$ cat src/rtl/bam_pkg.sv
package bam_pkg;
  localparam int unsigned LANES  = 4;
  localparam int unsigned LANE_W = 8;
  localparam int unsigned WORD_W = LANES * LANE_W;

  typedef enum logic [1:0] {
    ACC_BYTE = 2'b00,
    ACC_HALF = 2'b01,
    ACC_WORD = 2'b10,
    ACC_RSVD = 2'b11
  } acc_size_e;
endpackage

$ cat src/rtl/bam_rst_sync.sv
module bam_rst_sync (
  input  logic clk,
  input  logic rst_n_in,
  output logic rst_n_out
);
  logic [1:0] sync_q;

  always_ff @(posedge clk or negedge rst_n_in) begin
    if (!rst_n_in) sync_q <= 2'b00;
    else           sync_q <= {sync_q[0], 1'b1};
  end

  assign rst_n_out = sync_q[1];
endmodule

$ cat src/rtl/bam_lane_map.sv
// Decides alignment, the lowest lane touched and the per-lane write mask.
module bam_lane_map
  import bam_pkg::*;
(
  input  logic             big_endian,
  input  acc_size_e        size,
  input  logic [1:0]       offset,
  output logic             aligned,
  output logic [1:0]       low_lane,
  output logic [LANES-1:0] lane_en
);
  logic [1:0]       span_m1;
  logic [LANES-1:0] mask;

  always_comb begin
    unique case (size)
      ACC_BYTE: begin aligned = 1'b1;            span_m1 = 2'd0; mask = 4'b0001; end
      ACC_HALF: begin aligned = ~offset[0];      span_m1 = 2'd1; mask = 4'b0011; end
      ACC_WORD: begin aligned = (offset == 2'd0); span_m1 = 2'd3; mask = 4'b1111; end
      default:  begin aligned = 1'b0;            span_m1 = 2'd0; mask = 4'b0000; end
    endcase
    // big-endian: lane = 4 - bytes - offset, computed modulo 4
    low_lane = big_endian ? (~offset - span_m1) : offset;
    lane_en  = aligned ? (mask << low_lane) : '0;
  end
endmodule

$ cat src/rtl/bam_word_store.sv
// One byte-wide array per lane so each lane has its own write enable.
module bam_word_store
  import bam_pkg::*;
#(
  parameter int unsigned IDX_W = 6,
  localparam int unsigned WORDS = 1 << IDX_W
) (
  input  logic              clk,
  input  logic [IDX_W-1:0]  idx,
  input  logic [LANES-1:0]  wr_lane,
  input  logic [WORD_W-1:0] wr_word,
  output logic [WORD_W-1:0] rd_word
);
  for (genvar g = 0; g < LANES; g++) begin : g_lane
    logic [LANE_W-1:0] cells [WORDS];

    always_ff @(posedge clk) begin
      if (wr_lane[g]) cells[idx] <= wr_word[g*LANE_W +: LANE_W];
    end

    assign rd_word[g*LANE_W +: LANE_W] = cells[idx];
  end
endmodule

$ cat src/rtl/bam_load_fmt.sv
// Right-justifies and zero-extends the addressed bytes of a word.
module bam_load_fmt
  import bam_pkg::*;
(
  input  logic [WORD_W-1:0] word,
  input  logic [1:0]        low_lane,
  input  acc_size_e         size,
  input  logic              aligned,
  output logic [WORD_W-1:0] value
);
  logic [WORD_W-1:0] shifted;

  always_comb begin
    shifted = word >> {low_lane, 3'b000};
    if (!aligned) begin
      value = '0;
    end else begin
      unique case (size)
        ACC_BYTE: value = {{(WORD_W-LANE_W){1'b0}}, shifted[LANE_W-1:0]};
        ACC_HALF: value = {{(WORD_W-2*LANE_W){1'b0}}, shifted[2*LANE_W-1:0]};
        default:  value = shifted;
      endcase
    end
  end
endmodule

$ cat src/rtl/byte_mem_endian.sv
module byte_mem_endian
  import bam_pkg::*;
#(
  parameter int unsigned ADDR_W = 8,
  localparam int unsigned IDX_W = ADDR_W - 2
) (
  input  logic              clk,
  input  logic              rst_n,
  input  logic              req,
  input  logic              big_endian,
  input  logic [ADDR_W-1:0] addr,
  input  logic [1:0]        size,
  input  logic              wr_en,
  input  logic [31:0]       wdata,
  output logic [31:0]       rdata,
  output logic              misalign
);
  acc_size_e         acc_size;
  logic              rst_n_s;
  logic              aligned;
  logic [1:0]        low_lane;
  logic [LANES-1:0]  lane_en;
  logic [LANES-1:0]  wr_lane;
  logic [WORD_W-1:0] wr_word;
  logic [WORD_W-1:0] rd_word;
  logic [WORD_W-1:0] load_val;
  logic              rd_ce;
  logic [WORD_W-1:0] rdata_d, rdata_q;
  logic              mis_d, mis_q;

  assign acc_size = acc_size_e'(size);

  bam_rst_sync u_rst (.clk(clk), .rst_n_in(rst_n), .rst_n_out(rst_n_s));

  bam_lane_map u_map (
    .big_endian(big_endian), .size(acc_size), .offset(addr[1:0]),
    .aligned(aligned), .low_lane(low_lane), .lane_en(lane_en)
  );

  assign wr_lane = (req && wr_en) ? lane_en : '0;
  assign wr_word = wdata << {low_lane, 3'b000};

  bam_word_store #(.IDX_W(IDX_W)) u_store (
    .clk(clk), .idx(addr[ADDR_W-1:2]), .wr_lane(wr_lane),
    .wr_word(wr_word), .rd_word(rd_word)
  );

  bam_load_fmt u_fmt (
    .word(rd_word), .low_lane(low_lane), .size(acc_size),
    .aligned(aligned), .value(load_val)
  );

  // next state
  always_comb begin
    rd_ce   = req && !wr_en;
    rdata_d = load_val;
    mis_d   = req && !aligned;
  end

  // registers
  always_ff @(posedge clk or negedge rst_n_s) begin
    if (!rst_n_s) begin
      rdata_q <= '0;
      mis_q   <= 1'b0;
    end else begin
      if (rd_ce) rdata_q <= rdata_d;
      mis_q <= mis_d;
    end
  end

  assign rdata    = rdata_q;
  assign misalign = mis_q;
endmodule

$ cat config.mk
export PLATFORM = sky130hd
export DESIGN_NAME = byte_mem_endian
export DESIGN_NICKNAME = d
export VERILOG_FILES = /design/src/rtl/bam_pkg.sv /design/src/rtl/bam_rst_sync.sv /design/src/rtl/bam_lane_map.sv /design/src/rtl/bam_word_store.sv /design/src/rtl/bam_load_fmt.sv /design/src/rtl/byte_mem_endian.sv
export SDC_FILE = /design/constraint.sdc
export NUM_CORES = 2
export LEC_CHECK = 0
export BUFFER_PORTS_ARGS = -buffer_cell sky130_fd_sc_hd__buf_2
export CORE_ASPECT_RATIO = 1.75
export CORE_UTILIZATION = 45
export CTS_BUF_LIST = sky130_fd_sc_hd__clkbuf_2 sky130_fd_sc_hd__clkbuf_4 sky130_fd_sc_hd__clkbuf_8
export DETAILED_ROUTE_END_ITERATION = 7
export PLACE_DENSITY = 0.66
export SLEW_MARGIN = 20
export SYNTH_ARGS = -nofsm -noshare
export SYNTH_HDL_FRONTEND = slang
export SYNTH_SLANG_ARGS = --single-unit
$ cat constraint.sdc
create_clock -name clk -period 3.5 [get_ports clk]
set_clock_uncertainty 0.1 [all_clocks]
set_input_delay 0.7 -clock clk [delete_from_list [all_inputs] [get_ports clk]]
set_output_delay 0.7 -clock clk [all_outputs]
set_load 0.03 [all_outputs]
Word level (Yosys, flattened, before mapping):

Memory sizes are Yosys's and may differ from the RTL's.
Cells that the tools add are included.

* register bits after elaboration: 35
* RAM bits: 2048
* bits of input ports: 47
* output and inout bits: 33
* logic and storage cells: 38
* memories kept: 4

* add/subtract/negate cells: 1
* equality and inequality tests: 2
* shifts and indexed selects: 3
* multiplexer cells: 16
* bitwise gates (word level): 2
* reduce and logical (&&, ||, !) cells: 7

Memory list
* u_store.g_lane[0].cells: depth 64, width 8, read ports 1, clocked after memory_dff 0, write ports 1, line bam_word_store.sv:15 `logic [LANE_W-1:0] cells [WORDS];`
* u_store.g_lane[1].cells: depth 64, width 8, read ports 1, clocked after memory_dff 0, write ports 1, line bam_word_store.sv:15
* u_store.g_lane[2].cells: depth 64, width 8, read ports 1, clocked after memory_dff 0, write ports 1, line bam_word_store.sv:15
* u_store.g_lane[3].cells: depth 64, width 8, read ports 1, clocked after memory_dff 0, write ports 1, line bam_word_store.sv:15

Operators with widths (count)
* $pmux 32 s2: 1
* $mux 32: 1
* $shl 32x5->32: 1
* $shr 32x5->32: 1
* $pmux 4 s3: 1
* $mux 1: 8
* $mux 4: 2
* $logic_not 2->1: 2
* $pmux 2 s2: 1
* $shl 4x2->4: 1
* $logic_and 1x1->1: 3
* $pmux 1 s3: 1
* $eq 2x1->1 const B: 1
* $eq 2x2->1 const B: 1
* $logic_not 1->1: 2
* $mux 2: 1
* $not 2->2: 1
* $sub 2x2->2: 1
* $not 1->1: 1

Longest topological paths before layout:

* depth in word-level cells: 9
* gate-level depth with buffers: 12
* mapped depth without buffers: 10

By module:

From an unflattened synthesis, not the netlist that was laid out.

* cell total of the unflattened synthesis: 4754
* area, all modules: 81319.2 um2

Modules (own cells, without submodules)
* bam_word_store: times used 1, cells an instance 4495, area each 78437.7 um2, seq. area each 61499.0 um2
* byte_mem_endian: times used 1, cells an instance 140, area each 1946.9 um2, seq. area each 825.8 um2
* bam_load_fmt: times used 1, cells an instance 84, area each 649.4 um2, seq. area each 0.0 um2
* bam_lane_map: times used 1, cells an instance 32, area each 231.5 um2, seq. area each 0.0 um2
* bam_rst_sync: times used 1, cells an instance 3, area each 53.8 um2, seq. area each 50.0 um2

Worst setup path before layout:

OpenSTA, ideal clock, no wires.

* path kind: input to register
* start point: input size[0]
* end point: memory u_store.g_lane[2].cells[0][0] (data pin)
* setup time: 702 ps
* data arrival time: 5107 ps
* required time: 2698 ps
* slack: -2409 ps
* stages: 10
* buffers on the path: 2
* cells stage by stage: inv_1 ha_1 ha_1 xnor2_1 nand2_1 xnor2_1 clkbuf_1 clkbuf_1 mux2i_1 o21ai_0

* cells in the longest elaborated chain, start to end: 5
* elaborated cells on any way between the ends: 6
* those cells by class: add/sub (1); eq/ne (2); shift (1); mux (2)

Ends and longest elaborated chain
* start, declared: line byte_mem_endian.sv:12 `input logic [1:0] size,`
* $eq 2x2->1 / $eq 2x1->1 (equally long branches): line bam_lane_map.sv:16 `unique case (size)`
* $pmux 2 s2 *: line bam_lane_map.sv:16
* $sub 2x2->2 *: line bam_lane_map.sv:23 `low_lane = big_endian ? (~offset - span_m1) : offset;`
* $mux 2 *: line bam_lane_map.sv:23
* $shl 32x5->32 *: line byte_mem_endian.sv:41 `assign wr_word = wdata << {low_lane, 3'b000};`
* via u_store.wr_word[16]: line bam_word_store.sv:11 `input logic [WORD_W-1:0] wr_word,`
* end, declared: line bam_word_store.sv:15

Mark *: on every way through the listed nets, which the timed path passes. The rest lies on a longest branch.

Worst setup path after layout:

* start point: input size[1]
* end point: memory u_store.g_lane[3].cells[11][6] (data pin)

* cells in the longest elaborated chain, start to end: 5
* elaborated cells on any way between the ends: 6
* those cells by class: add/sub (1); eq/ne (2); shift (1); mux (2)

Ends and longest elaborated chain (line)
* $eq 2x2->1 / $eq 2x1->1 (equally long branches): bam_lane_map.sv:16
* $pmux 2 s2 *: bam_lane_map.sv:16
* $sub 2x2->2 *: bam_lane_map.sv:23
* $mux 2 *: bam_lane_map.sv:23
* $shl 32x5->32 *: byte_mem_endian.sv:41
* via u_store.wr_word[30]: bam_word_store.sv:11
* end, declared: bam_word_store.sv:15

Marks and branches as above.

==> run metrics <==
Worst Tran Pin Value=1080 ps; clock sink count=2,083; vias per std cell=6.28; # DRC=1; Crit Path Max Fanout=32; pre-CTS WS=-472 ps; internal reg-to-reg setup slack=590 ps; ys flop type=edfxtp_1; Buf/Inv on CP=5; max frequency=0.317 GHz; H-tree depth=5; Hold Vio Cnt, Final=0; largest delay contributor family on the critical path=buffers and inverters; Avg Cell Area, Syn=18.3 µm²; Die Height=566 µm; CTS tree=yes; number of global-route vias before repair=50,600; Max Root-Sink Buffers=4; Distinct cells, synth=92; GRT Overall Usage=31.2%; RSZ-0062 raised after global routing=false; GRT overflow=0; status=complete, but fails checks; CP endpoint kind=register; #FFs+latches synth=2,083; PortBufs=79; CP required=4000 ps; Max Transition Viols Final=0; # rows=206; Final Net Count=5,596; slack of the critical path=343 ps; Detailed Place HPWL=204,000 µm; Setup violations, final=0; R2R depth=9; Power Total=52.4 mW; routed wire length=287,000 µm; crit-path cells=buf_2 > inv_1 > ha_1 > ha_1 > xnor2_1 > nand2_1 > xnor2_2 > buf_4 > mux2i_1 > buf_4 > a21oi_4 > buf_12; Root Buffer=clkbuf_8; Data arrival, critical path=3660 ps; antenna-violating nets left=0; RD Place Congestion=1.01; critical path's slowest cell=mux2i_1; first-pass GRT wire length=392,000 µm; Worst slew margin=27.8%; setup repair bufs after CTS=0; initial antenna violation count=13; largest net degree at the start of global routing=65; fin cells=8,160; Async SR Flop Fraction=1.68%; Post-Synthesis Cells=4,471; clock slew at reported path FFs=80 ps; Worst Hold Class=reg2async; CP peak stage delay=600 ps; period utilization=90.2%; CP Depth=12; P&R area growth vs syn=21.4%; clock latency on the worst-skew pair=940 ps; fillers=13,800; die area=184,000 µm²; fraction of layout instances using a drive strength above 1=31.9%; Pwr per Cell Area=528 nW/µm²; VDD IR max=336 µV; 1st-iter DRT viols=6,882; 1st-pass router iterations=8; critical path class=in2reg; most frequent cells in the layout=2,048 x edfxtp_1, 829 x buf_4, 333 x nor2_1; max_cap viols=0; I/O pin cnt=80; DP Cell Count=7,642; most common cell after layout, fill and taps aside=edfxtp_1; crit path time final=3160 ps; syn nets=4,524; Netlist Area Pre-Place=81,800 µm²; initial core utilization=45.4%; violated checks=design-rule violations; CORE AREA=180,000 µm²; Setup crit start kind=input pin; number of synthesized flops with an enable pin=2,048; register area share after synthesis=76.3%; synthesis warning total=0; via count=51,200; setup TNS=0 ps; chip width=324 µm; TritonCTS Buffers=288; Leak=32.1 nW; wire per inst=35.2 µm
[synth_stat cells (33+ instances only)]
| master | number | area, µm² |
|---|---|---|
| dfrtp_1 | 35 | 876 |
| nand3_1 | 48 | 240 |
| a22oi_1 | 196 | 1470 |
| mux2_2 | 34 | 383 |
| nand2_1 | 215 | 807 |
| a22o_1 | 45 | 394 |
| edfxtp_1 | 2048 | 61500 |
| nor3_1 | 33 | 165 |
| a221oi_1 | 131 | 1150 |
| clkbuf_1 | 111 | 417 |
| mux4_2 | 199 | 4480 |
| o22ai_1 | 54 | 338 |
| buf_2 | 104 | 521 |
| nor2_1 | 334 | 1250 |
| mux2i_1 | 257 | 2570 |
| o21ai_0 | 59 | 295 |
| a21oi_1 | 106 | 531 |
| a31oi_1 | 35 | 219 |
| mux4_1 | 40 | 1050 |
[state kept, by name, summed over array words and instances, names as in the netlist]
signal,flops
u_rst.sync_q,2
rdata,32
misalign,1
u_store.g_lane.cells,2048
[per-layer routing]
metal | global-route usage [%] | share of wire [%] | vias up
met1 | 35.0 | 32 | 25900
met4 | 27.6 | 11 | 8
met5 | 0 | 0.018 | -
met2 | 49.7 | 47 | 3776
met3 | 6.82 | 10 | 1015
li1 | - | - | 20500
[cell type report]
type | instances | area [µm²] | area share, %
well taps | 2392 | 2990 | 3.01
inverters | 12 | 47.5 | 0.0479
flip-flops and latches | 2083 | 62400 | 62.8
multi-input cells | 2077 | 18100 | 18.3
clock inverters | 124 | 903 | 0.910
repair buffers | 1081 | 10100 | 10.2
clock buffers | 378 | 4700 | 4.73
diodes | 13 | 32.5 | 0.0328
[logic make-up (layout without fill, tap and decap cells)]
group | Yosys count | in the layout | share of synthesized area (%)
muxes | 530 | 530 | 10.4
DFF | 2083 | 2083 | 76.3
AOI/OAI and AO/OA | 764 | 764 | 6.86
other | 1 | 14 | 0.00459
xor gates and xnor gates | 3 | 3 | 0.0413
adders and majority gates | 6 | 6 | 0.0918
buffers and inverters | 311 | 1595 | 2.06
and+or+nand+nor | 773 | 773 | 4.29
[where the power goes]
group	internal, mW	leakage, nW	switching, mW
registers	28.2	17.1	0.0295
logic	1.85	12.1	3.54
clock network	9.61	2.93	9.18
total	39.6	32.1	12.7
[per-stage QoR]
| step | area (µm²) | hold WS (ps) | util (%) |
|---|---|---|---|
| after floorplan | 82100 | 231 | - |
| after global placement | 93600 | 235 | 52.0 |
| after detailed placement | 93600 | 239 | 52.0 |
| after CTS | 99200 | 202 | 55.1 |
| after global routing | 99200 | 259 | 55.1 |
| final | 99300 | 203 | 55.1 |
[final timing paths]
kind / startpoint / end
max: size[1] / u_store.g_lane[3].cells[11][6]
min: u_rst.sync_q[1] / rdata[21]
max reg2reg: u_store.g_lane[1].cells[33][4] / rdata[12]
min reg2reg: u_rst.sync_q[1] / rdata[21]
max in group asynchronous: rst_n / u_rst.sync_q[1]
min in group clk: u_rst.sync_q[0] / u_rst.sync_q[1]
[repair_timing]
action / 4_1_cts / 5_1_grt
hold endpoints to repair: 3 / 0
setup endpoints to repair: 0 / 0
hold buffers: 3 / 0
resized for setup: 0 / 0
Note: power is estimated with default switching activity, not from simulation.
